**config.mk**
```make
export PLATFORM = sky130hd
export DESIGN_NAME = ext_irq_ctrl
export DESIGN_NICKNAME = d
export VERILOG_FILES = /design/src/rtl/ext_irq_pkg.sv /design/src/rtl/ext_irq_rst_sync.sv /design/src/rtl/ext_irq_pin_sync.sv /design/src/rtl/ext_irq_regs.sv /design/src/rtl/ext_irq_latch.sv /design/src/rtl/ext_irq_ctrl.sv
export SDC_FILE = /design/constraint.sdc
export NUM_CORES = 1
export LEC_CHECK = 0
export BUFFER_PORTS_ARGS = -buffer_cell sky130_fd_sc_hd__buf_2
export CELL_PAD_IN_SITES_DETAIL_PLACEMENT = 0
export CELL_PAD_IN_SITES_GLOBAL_PLACEMENT = 1
export CORE_AREA = 2 2 42 44
export CTS_CLUSTER_SIZE = 10
export DETAILED_ROUTE_END_ITERATION = 7
export DIE_AREA = 0 0 44 46
export PLACE_DENSITY = 0.65
export SLEW_MARGIN = 20
export SYNTH_ARGS = -nofsm -noshare
export SYNTH_HDL_FRONTEND = slang
export SYNTH_SLANG_ARGS = --single-unit
```
**constraint.sdc**
```tcl
create_clock -name clk -period 0.8 [get_ports clk]
set_clock_uncertainty 0.05 [all_clocks]
set_input_delay 0.08 -clock clk [delete_from_list [all_inputs] [get_ports clk]]
set_output_delay 0.08 -clock clk [all_outputs]
set_load 0.01 [all_outputs]
```
**src/rtl/ext_irq_pkg.sv**
```systemverilog
package ext_irq_pkg;
  localparam int REG_W    = 8;
  localparam int PEND_BIT = 3;
  localparam int ACK_BIT  = 2;
  localparam int MASK_BIT = 1;
  localparam int MODE_BIT = 0;

  typedef enum logic {
    TRIG_EDGE       = 1'b0,
    TRIG_EDGE_LEVEL = 1'b1
  } trig_mode_e;

  typedef struct packed {
    logic       mask;
    trig_mode_e mode;
  } irq_ctl_t;
endpackage

```
**src/rtl/ext_irq_rst_sync.sv**
```systemverilog
module ext_irq_rst_sync #(
  parameter int STAGES = 2
) (
  input  logic clk,
  input  logic rst_n,
  output logic rst_sync_n
);
  logic [STAGES-1:0] chain_q;
  logic [STAGES-1:0] chain_d;

  always_comb begin
    chain_d = {chain_q[STAGES-2:0], 1'b1};
  end

  always_ff @(posedge clk or negedge rst_n) begin
    if (!rst_n) chain_q <= '0;
    else        chain_q <= chain_d;
  end

  assign rst_sync_n = chain_q[STAGES-1];
endmodule

```
**src/rtl/ext_irq_pin_sync.sv**
```systemverilog
module ext_irq_pin_sync #(
  parameter int STAGES = 2
) (
  input  logic clk,
  input  logic rst_n,
  input  logic pin_n,
  output logic level,
  output logic fall
);
  logic [STAGES-1:0] stage_q;
  logic [STAGES-1:0] stage_d;
  logic              prev_q;
  logic              prev_d;

  always_comb begin
    stage_d[0] = pin_n;
    for (int i = 1; i < STAGES; i++) stage_d[i] = stage_q[i-1];
    prev_d = stage_q[STAGES-1];
  end

  always_ff @(posedge clk or negedge rst_n) begin
    if (!rst_n) begin
      stage_q <= '1;
      prev_q  <= 1'b1;
    end else begin
      stage_q <= stage_d;
      prev_q  <= prev_d;
    end
  end

  assign level = stage_q[STAGES-1];
  assign fall  = prev_q & ~stage_q[STAGES-1];
endmodule

```
**src/rtl/ext_irq_regs.sv**
```systemverilog
module ext_irq_regs
  import ext_irq_pkg::*;
(
  input  logic             clk,
  input  logic             rst_n,
  input  logic             sel,
  input  logic             we,
  input  logic [REG_W-1:0] wdata,
  input  logic             pend,
  output logic [REG_W-1:0] rdata,
  output irq_ctl_t         ctl,
  output logic             sw_ack
);
  irq_ctl_t ctl_q;
  irq_ctl_t ctl_d;
  logic     wr_en;

  assign wr_en  = sel & we;
  assign sw_ack = wr_en & wdata[ACK_BIT];

  always_comb begin
    ctl_d = ctl_q;
    if (wr_en) begin
      ctl_d.mask = wdata[MASK_BIT];
      ctl_d.mode = trig_mode_e'(wdata[MODE_BIT]);
    end
  end

  always_ff @(posedge clk or negedge rst_n) begin
    if (!rst_n) ctl_q <= '{mask: 1'b0, mode: TRIG_EDGE};
    else        ctl_q <= ctl_d;
  end

  always_comb begin
    rdata = '0;
    if (sel) begin
      rdata[PEND_BIT] = pend;
      rdata[MASK_BIT] = ctl_q.mask;
      rdata[MODE_BIT] = ctl_q.mode;
    end
  end

  assign ctl = ctl_q;
endmodule

```
**src/rtl/ext_irq_latch.sv**
```systemverilog
module ext_irq_latch
  import ext_irq_pkg::*;
(
  input  logic       clk,
  input  logic       rst_n,
  input  logic       fall,
  input  logic       level,
  input  logic       ack,
  input  trig_mode_e mode,
  output logic       pend
);
  logic pend_q, pend_d;
  logic seen_q, seen_d;
  logic clr;

  always_comb begin
    if (mode == TRIG_EDGE_LEVEL) clr = (ack | seen_q) & level;
    else                         clr = ack;
    if (fall)     pend_d = 1'b1;
    else if (clr) pend_d = 1'b0;
    else          pend_d = pend_q;
    seen_d = ~fall & pend_d & (mode == TRIG_EDGE_LEVEL) & (seen_q | ack);
  end

  always_ff @(posedge clk or negedge rst_n) begin
    if (!rst_n) begin
      pend_q <= 1'b0;
      seen_q <= 1'b0;
    end else begin
      pend_q <= pend_d;
      seen_q <= seen_d;
    end
  end

  assign pend = pend_q;
endmodule

```
**src/rtl/ext_irq_ctrl.sv**
```systemverilog
module ext_irq_ctrl
  import ext_irq_pkg::*;
#(
  parameter int SYNC_STAGES = 2,
  parameter int RST_STAGES  = 2
) (
  input  logic             clk,
  input  logic             rst_n,
  input  logic             irq_pin_n,
  input  logic             bus_sel,
  input  logic             bus_we,
  input  logic [REG_W-1:0] bus_wdata,
  output logic [REG_W-1:0] bus_rdata,
  input  logic             vec_fetch,
  output logic             irq_req,
  output logic             pin_level
);
  logic     rst_sync_n;
  logic     sync_lvl;
  logic     fall;
  logic     sw_ack;
  logic     ack;
  logic     pend;
  irq_ctl_t ctl;

  ext_irq_rst_sync #(.STAGES(RST_STAGES)) u_rst (
    .clk(clk), .rst_n(rst_n), .rst_sync_n(rst_sync_n)
  );

  ext_irq_pin_sync #(.STAGES(SYNC_STAGES)) u_sync (
    .clk(clk), .rst_n(rst_sync_n), .pin_n(irq_pin_n),
    .level(sync_lvl), .fall(fall)
  );

  ext_irq_regs u_regs (
    .clk(clk), .rst_n(rst_sync_n), .sel(bus_sel), .we(bus_we),
    .wdata(bus_wdata), .pend(pend), .rdata(bus_rdata),
    .ctl(ctl), .sw_ack(sw_ack)
  );

  assign ack = vec_fetch | sw_ack;

  ext_irq_latch u_latch (
    .clk(clk), .rst_n(rst_sync_n), .fall(fall), .level(sync_lvl),
    .ack(ack), .mode(ctl.mode), .pend(pend)
  );

  assign irq_req   = pend & ~ctl.mask;
  assign pin_level = sync_lvl;
endmodule

```
After elaboration in Yosys (flattened, before gate mapping):

Cells that the tools add are included.

* logic and storage cells: 25
* output and inout bits: 10
* register bits: 9

* bitwise operators: 13
* muxes and demuxes: 5

Operators by type and width (count)
* bitwise AND 1 bit: 8
* two-way mux 1 bit: 4
* NOT 1 bit: 3
* two-way mux 2 bit: 1
* bitwise OR 1 bit: 2

Longest topological paths before layout:

Gate-level depths: netlist of run 1.

* depth after elaboration: 11
* mapped depth: 2

Cells and area by module:

A second synthesis of run 1 with hierarchy kept.

* cells, all modules: 33
* area, all modules: 412.9 µm²

Modules (own cells, without submodules)
* ext_irq_regs: sequential area each 50.0 µm², area each 157.7 µm², cells an instance 15, instances 1
* ext_irq_latch: sequential area each 50.0 µm², area each 96.3 µm², cells an instance 9, instances 1
* ext_irq_pin_sync: sequential area each 78.8 µm², area each 92.6 µm², cells an instance 4, instances 1
* ext_irq_rst_sync: sequential area each 50.0 µm², area each 53.8 µm², cells an instance 3, instances 1
* ext_irq_ctrl: sequential area each 0.0 µm², area each 12.5 µm², cells an instance 2, instances 1

Worst setup path before layout of run 1:

No wires, ideal clock.

* path type: reg-to-reg
* from: register u_regs.ctl_q, in the netlist u_regs.ctl[0]
* to: register u_latch.seen_q
* path slack: -0.081 ns
* clock period less this slack: 0.881 ns
* arrival time: 0.719 ns
* cell stages (with the launch flop): 3
* data required time: 0.639 ns
* buffers on the path: 0
* cells stage by stage: dfrtp_1 -> nand2_1 -> a2111oi_2

* longest elaborated chain between the ends: 6

RTL lines
* start: declaration: RTL line ext_irq_regs.sv:14 `irq_ctl_t ctl_q;`
* start signal: assignment: RTL line ext_irq_regs.sv:30 `if (!rst_n) ctl_q <= '{mask: 1'b0, mode: TRIG_EDGE};`
* start signal: assignment: RTL line ext_irq_regs.sv:31 `else ctl_q <= ctl_d;`
* two-way mux 1 bit: RTL line ext_irq_latch.sv:17 `if (mode == TRIG_EDGE_LEVEL) clr = (ack | seen_q) & level;`
* two-way mux 1 bit: RTL line ext_irq_latch.sv:20 `else if (clr) pend_d = 1'b0;`
* two-way mux 1 bit: RTL line ext_irq_latch.sv:19 `if (fall) pend_d = 1'b1;`
* bitwise AND 1 bit: RTL line ext_irq_latch.sv:22 `seen_d = ~fall & pend_d & (mode == TRIG_EDGE_LEVEL) & (seen_q | ack);`
* bitwise AND 1 bit * (2 in a row): RTL line ext_irq_latch.sv:22
* named net u_latch.seen_d: RTL line ext_irq_latch.sv:13 `logic seen_q, seen_d;`
* end signal: assignment: RTL line ext_irq_latch.sv:31 `seen_q <= seen_d;`
* end: declaration: RTL line ext_irq_latch.sv:13

The timed path passes the listed nets; every way through them passes the cells marked *.
A chain may end at the register's enable or synchronous reset.

==> impl_metrics.yaml, run 1 <==
logic_synthesis:
  yosys.area_share.adder_pct: 0
  yosysMostFrequentCell: "dfrtp_1"
  yosysSeqAreaShare_pct: 60.4
  syn_avg_cell_area_um2: 12.6
  yosys_warnings: 0
  synth-simple-area-share_pct: 9.57
  synthArstFlopShare_pct: 100
  synth_xor_area_share_pct: 0
  synth_commonest_cells: "6 x dfrtp_1, 5 x buf_4, 3 x and2_2, 3 x dfstp_2"
  syn_inst: 30
  synth_top_family_by_area: "compound AO/OA/AOI/OAI gates"
  synthDistinctLibCells: 14
  synth-edff-count: 0
  synthFlopType: "dfrtp_1"
  synth_area_leaders: "dfrtp_1 40%, dfstp_2 21%, buf_4 9.9%, and2_2 5.9%, mux2_2 5.9%"
  syn_area_um2: 379
  synth-seq-cells: 9
  synth_compound_area_share_pct: 11.2
  muxShareOfSynthArea_pct: 5.94
  synth.top_cell.area_share_pct: 39.6
  synth_area_leader_cell: "dfrtp_1"
setup_path:
  crit_path_end_kind: "register"
  max_stage_delay_ns: 0.39
  crit_chain: "buf_4, buf_6, mux2_4"
  cp_slowest_cell: "dfrtp_1"
  startpoint_type: "register"
  reg2reg_from: "u_regs.ctl[1]"
  crit_fanout: 3
  worst-r2r-setup-slack_ns: -0.24
  r2r_cells: 3
  timing.rr.end: "u_regs.ctl[1]"
  critPathTopFamily: "flip-flops"
  worst_ep_required_time_ns: 0.88
  timing.critical_path.buf_inv: 2
  crit_type: "reg -> reg"
  arrival_ns: 1.12
final_layout:
  antenna_cells: 0
  fin_util_pct: 37.9
  area_delta_synth_final_pct: 61.4
  final_nets: 70
  drive_gt1_share_pct: 61.8
floorplan:
  initial_core_util_pct: 23.5
  die_y_um: 46
  coreArea_mm2: 0.00161
  die-area_mm2: 0.00202
  fp-row-count: 15
  fp.dieW_um: 44
  io_pins: 24
clocking:
  clkTransAtPathRegs_ns: 0.06
  cts_max_level: 1
  cts_sinks: 9
  numCtsBuffers: 3
  cts-root-buf: "clkbuf_4"
  cts_tree: "done"
  cts_buffer_depth: 2
  clock_latency_ns: 0.25
grt:
  track_usage_pct: 7.33
  grt_pass1_vias: 255
  antenna_found_initial: 0
  grt.overflow.total: 0
  grt_max_degree: 8
  grt_pass1_wl_um: 1010
sta:
  hold_violations: 0
  setup_viol: 10
  final_max_slew_viol_count: 0
  fmax_mhz: 965
  rsz0062_at_grt: "yes"
  setup_tns_ns: -1.73
  fin_crit_ns: 1.04
  period_share_pct: 130
  setup_slack_ns: -0.236
route:
  ant_nets: 0
  wl_per_cell_um: 8.83
  drc: 0
  wirelength_um: 636
  vias_per_cell: 3.90
  drt_iter0_markers: 0
  dr.pass1.iters: 1
  via_count: 281
power_and_ir_drop:
  p_per_area_mw_per_mm2: 1840
  ir_worst_vdd_mv: 1.03
  leakagePower_nw: 0.294
status:
  status: "complete, but fails checks"
  violations: "negative setup slack"
hold_path:
  min_from: "bus_wdata[1]"
  holdPathEnd: "u_regs.ctl[1]"
  min_path_type: "in -> reg"
  min_path_cells: 2
run:
  max_cap_violations: 0
placed_design:
  dpl.hpwl_um: 451
  placement.io_buffers: 13
  gp_congestion: 0.640
## report_power, final
part / internal, W / switching (W) / total [W]
Sequential: 0.000498 / 0.0000283 / 0.000526
Combinational: 0.000169 / 0.000101 / 0.000270
Clock: 0.000191 / 0.000138 / 0.000329
Total: 0.000857 / 0.000267 / 0.00112
## cell usage in the layout (no fill, tap or decap)
cell type	n
a2111oi_4	1
a21boi_1	1
a21oi_2	1
a31oi_1	1
and2_4	3
buf_2	9
buf_4	3
buf_6	8
clkbuf_1	1
clkbuf_4	3
conb_1	6
dfrtp_1	6
dfstp_2	3
dlygate4sd3_1	2
inv_1	1
mux2_4	2
nand2_1	1
nand2_2	1
nor2b_1	1
o2bb2ai_1	1
## metrics by stage
step                      total power [W]  area [um^2]  instances  hold slack (ns)  setup WS [ns]
after detailed placement         0.000669          450         60           -0.181         -0.116
after global routing              0.00119          612         72           0.0158         -0.284
after floorplan                  0.000626          394         34           -0.266        -0.0344
after CTS                         0.00110          587         71          0.00335         -0.236
after global placement           0.000668          450         60           -0.185        -0.0647
final                             0.00112          612         72           0.0135         -0.236
## metal layers
metal | wire, um | vias up | global-route usage [%] | part of all wire, %
li1 | - | 139 | - | -
met1 | 270 | 129 | 9.05 | 42
met2 | 301 | 11 | 9.71 | 47
met3 | 54 | 2 | 2.38 | 8.5
met4 | 10 | 0 | 7.27 | 1.6
met5 | 0 | - | 0 | 0
## how the worst max path moves through the flow
stage	from	end	slack, ns	cells after the start
floorplan	u_regs.ctl[0]	u_latch.seen_q	-0.03	2
global placement	u_regs.ctl[0]	u_latch.seen_q	-0.06	2
detailed placement	u_regs.ctl[0]	u_latch.seen_q	-0.12	2
CTS	u_latch.pend	irq_req	-0.24	2
global route	u_regs.ctl[1]	irq_req	-0.28	2
finish	u_regs.ctl[1]	u_regs.ctl[1]	-0.24	3
## logic make-up after synthesis
logic type	after synthesis
flops	9
simple gates	6
buf+inv	6
compound gates	5
mux	2
other cells	2
## layout make-up
class / instances / area (um^2)
clock buffers: 4 / 26.3
fillers: 167 / 1000
inverters: 1 / 3.75
multi-input cells: 19 / 154
flip-flops and latches: 9 / 229
well taps: 17 / 21.3
repair buffers: 22 / 178
## state kept, by name, indices dropped and copies added (netlist names)
register / count
u_regs.ctl: 2
u_rst.chain_q: 2
u_sync.stage_q: 2
u_sync.prev_q: 1
u_latch.pend: 1
u_latch.seen_q: 1
## what timing repair did
action	in CTS	in global routing
resized for setup	12	5
buffers inserted	5	1
hold endpoints to repair	3	0
cloned	0	0
setup endpoints to repair	9	10
hold buffers	2	0
pin swaps	2	0
Note: power is estimated with default switching activity, not from simulation.
==> inputs of run 2 (changes only) <==
--- a/config.mk
+++ b/config.mk
@@ -5,13 +5,14 @@
 export SDC_FILE = /design/constraint.sdc
 export NUM_CORES = 1
 export LEC_CHECK = 0
+export ABC_AREA = 1
 export BUFFER_PORTS_ARGS = -buffer_cell sky130_fd_sc_hd__buf_2
 export CELL_PAD_IN_SITES_DETAIL_PLACEMENT = 0
 export CELL_PAD_IN_SITES_GLOBAL_PLACEMENT = 1
-export CORE_AREA = 2 2 42 44
+export CORE_AREA = 2 2 44 46
 export CTS_CLUSTER_SIZE = 10
 export DETAILED_ROUTE_END_ITERATION = 7
-export DIE_AREA = 0 0 44 46
+export DIE_AREA = 0 0 46 48
 export PLACE_DENSITY = 0.65
 export SLEW_MARGIN = 20
 export SYNTH_ARGS = -nofsm -noshare
==> constraint.sdc (replaced) <==
create_clock -name clk -period 0.8 [get_ports clk]
set_clock_uncertainty 0.05 [all_clocks]
set_input_delay 0.08 -clock clk [delete_from_list [all_inputs] [get_ports clk]]
set_output_delay 0.08 -clock clk [all_outputs]
set_load 0.1 [all_outputs]
==> run 2 against run 1 <==
  * The run still ends with negative setup slack left
  * Synthesized cell count grew 47%
  * Sequential power rose by 4.0%
  * Sequential share of layout area decreased by 3.1 points
  * Die area increased by 9.1%
  * Worst setup slack got worse by 0.17 ns
  * Final cell count increased by 17%
  * Hold slack got worse by 0.0054 ns
  * Design area increased by 11%
  * Via count is 14% higher
  * Flip-flop and latch count is the same
  * Critical path depth down 2
  * Clock power up 7.0%
  * Critical path type is now reg -> out
  * Critical endpoint is now pin_level
  * Largest cell class unchanged
==> impl_metrics.yaml, run 2 <==
logic_synthesis:
  syn_area_um2: 413
  synth.top_cell.area_share_pct: 36.4
  yosys_warnings: 0
  synth_area_leader_cell: "dfrtp_1"
  syn_avg_cell_area_um2: 9.38
  synthArstFlopShare_pct: 100
  synth_area_leaders: "dfrtp_1 36%, dfstp_2 19%, buf_4 9.1%, nand2_1 8.2%, inv_1 5.5%"
  yosysSeqAreaShare_pct: 55.5
  synthDistinctLibCells: 14
  synth_commonest_cells: "9 x nand2_1, 6 x dfrtp_1, 6 x inv_1"
  synth-edff-count: 0
  synth-seq-cells: 9
  yosysMostFrequentCell: "nand2_1"
  synthFlopType: "dfrtp_1"
  syn_inst: 44
route:
  wirelength_um: 753
  drc: 0
  vias_per_cell: 3.82
  ant_nets: 0
  dr.pass1.iters: 2
  wl_per_cell_um: 8.96
  drt_iter0_markers: 3
  via_count: 321
floorplan:
  initial_core_util_pct: 24.4
  fp-row-count: 15
  fp.dieW_um: 46
  die_y_um: 48
  die-area_mm2: 0.00221
  io_pins: 24
  coreArea_mm2: 0.00169
hold_path:
  min_path_cells: 2
  min_path_type: "in -> reg"
final_layout:
  final_nets: 82
  final_common_cell: "buf_2"
  instances_no_fill: 84
  fin_area_um2: 682
  antenna_cells: 0
  area_delta_synth_final_pct: 65.2
  drive_gt1_share_pct: 64.2
  final_cell_mix: "8 x buf_2, 6 x nand2_2, 6 x conb_1, 5 x buf_12, 5 x dfrtp_1"
grt:
  antenna_found_initial: 0
  track_usage_pct: 7.70
  grt_pass1_wl_um: 1110
  grt.overflow.total: 0
  grt_pass1_vias: 305
  grt_max_degree: 8
placed_design:
  place_inst: 75
  gp_congestion: 0.650
  placement.io_buffers: 13
  post_dp_cell_area_um2: 599
  dpl.hpwl_um: 580
clocking:
  clkTransAtPathRegs_ns: 0.06
  clock_latency_ns: 0.26
  cts_buffer_depth: 2
  cts_tree: "done"
  cts_max_level: 1
  numCtsBuffers: 3
  cts-root-buf: "clkbuf_4"
  cts_sinks: 9
sta:
  fin_crit_ns: 1.20
  hold_violations: 0
  setup_viol: 8
  final_max_slew_viol_count: 0
  whs_ns: 0.00811
  fmax_mhz: 831
  setup_slack_ns: -0.404
  rsz0062_at_grt: "yes"
  period_share_pct: 150
  setup_tns_ns: -2.66
power_and_ir_drop:
  leakagePower_nw: 0.327
  p_per_area_mw_per_mm2: 2250
  ir_worst_vdd_mv: 1.40
setup_path:
  crit_fanout: 3
  crit_type: "reg -> out"
  critPathTopFamily: "flip-flops"
  crit_chain: "buf_12"
  critical_path_depth: 1
  timing.critical_path.buf_inv: 1
  cp_slowest_cell: "dfstp_4"
  arrival_ns: 1.07
  worst_ep_required_time_ns: 0.67
  startpoint_type: "register"
  crit_path_end_kind: "output port"
  max_stage_delay_ns: 0.64
  worst-r2r-setup-slack_ns: -0.35
  r2r_cells: 6
status:
  status: "complete, but fails checks"
  violations: "negative setup slack"
run:
  max_cap_violations: 0
-- run 2: cell count changes in the layout (fill, tap and decap cells not counted), sizes merged, moves of 2 or more --
cell	delta
nand3	+4
clkinvlp	+4
and2	-3
nand2	+8
buf	-2
nor2	+3
inv	+4
-- run 2: metrics by stage --
step / setup slack, ns / util, % / power, W
after floorplan: -0.415 / - / 0.000970
after detailed placement: -0.273 / 35.5 / 0.00114
after global placement: -0.235 / 35.5 / 0.00113
after global routing: -0.428 / 40.4 / 0.00159
final: -0.404 / 40.4 / 0.00153
after CTS: -0.411 / 39.7 / 0.00153
-- run 2: cell type report --
class / count / area, um^2
Clock buffer: 4 / 26.3
Fill cell: 169 / 1010
Inverter: 9 / 51.3
Multi-Input combinational cell: 25 / 144
Sequential cell: 9 / 234
Tap cell: 17 / 21.3
Timing Repair Buffer: 20 / 205
-- run 2: power breakdown --
part | internal, W | total (W) | switching [W]
combinational | 0.000218 | 0.000634 | 0.000416
sequential | 0.000504 | 0.000547 | 0.0000424
clock | 0.000192 | 0.000352 | 0.000159
-- run 2: final timing paths --
| check | startpoint | to |
|---|---|---|
| max | u_sync.stage_q[1] | pin_level |
| min | bus_wdata[1] | u_regs.ctl[1] |
| max reg2reg | u_sync.stage_q[1] | u_latch.pend |
| min reg2reg | u_rst.chain_q[1] | u_latch.seen_q |
| max in group asynchronous | u_rst.chain_q[1] | u_sync.prev_q |
| min in group asynchronous | u_rst.chain_q[1] | u_latch.seen_q |
-- run 2: timing repair --
action,4_1_cts,5_1_grt
endpoints found under the setup margin,8,9
pin swaps,1,1
buffers inserted,3,0
endpoints found under the hold margin,3,0
cloned,0,0
hold buffers,2,0
resized for setup,3,4
-- run 2: cells by family after synthesis --
group                  after synthesis  synth area share [%]
flip-flops                           9                  55.5
other                                2                  1.82
AO/OA/AOI/OAI                        1                  1.21
AND/OR/NAND/NOR                     17                  19.7
buffers and inverters               14                  18.2
multiplexers                         1                  3.64
-- run 2: layer usage --
layer  share of wire [%]  up-vias  global-route usage (%)
li1                    -      162                       -
met1                  40      148                    7.87
met2                  53       11                    12.8
met3                 6.4        0                    5.66
met4                   0        0                    1.71
met5                   0        -                       0
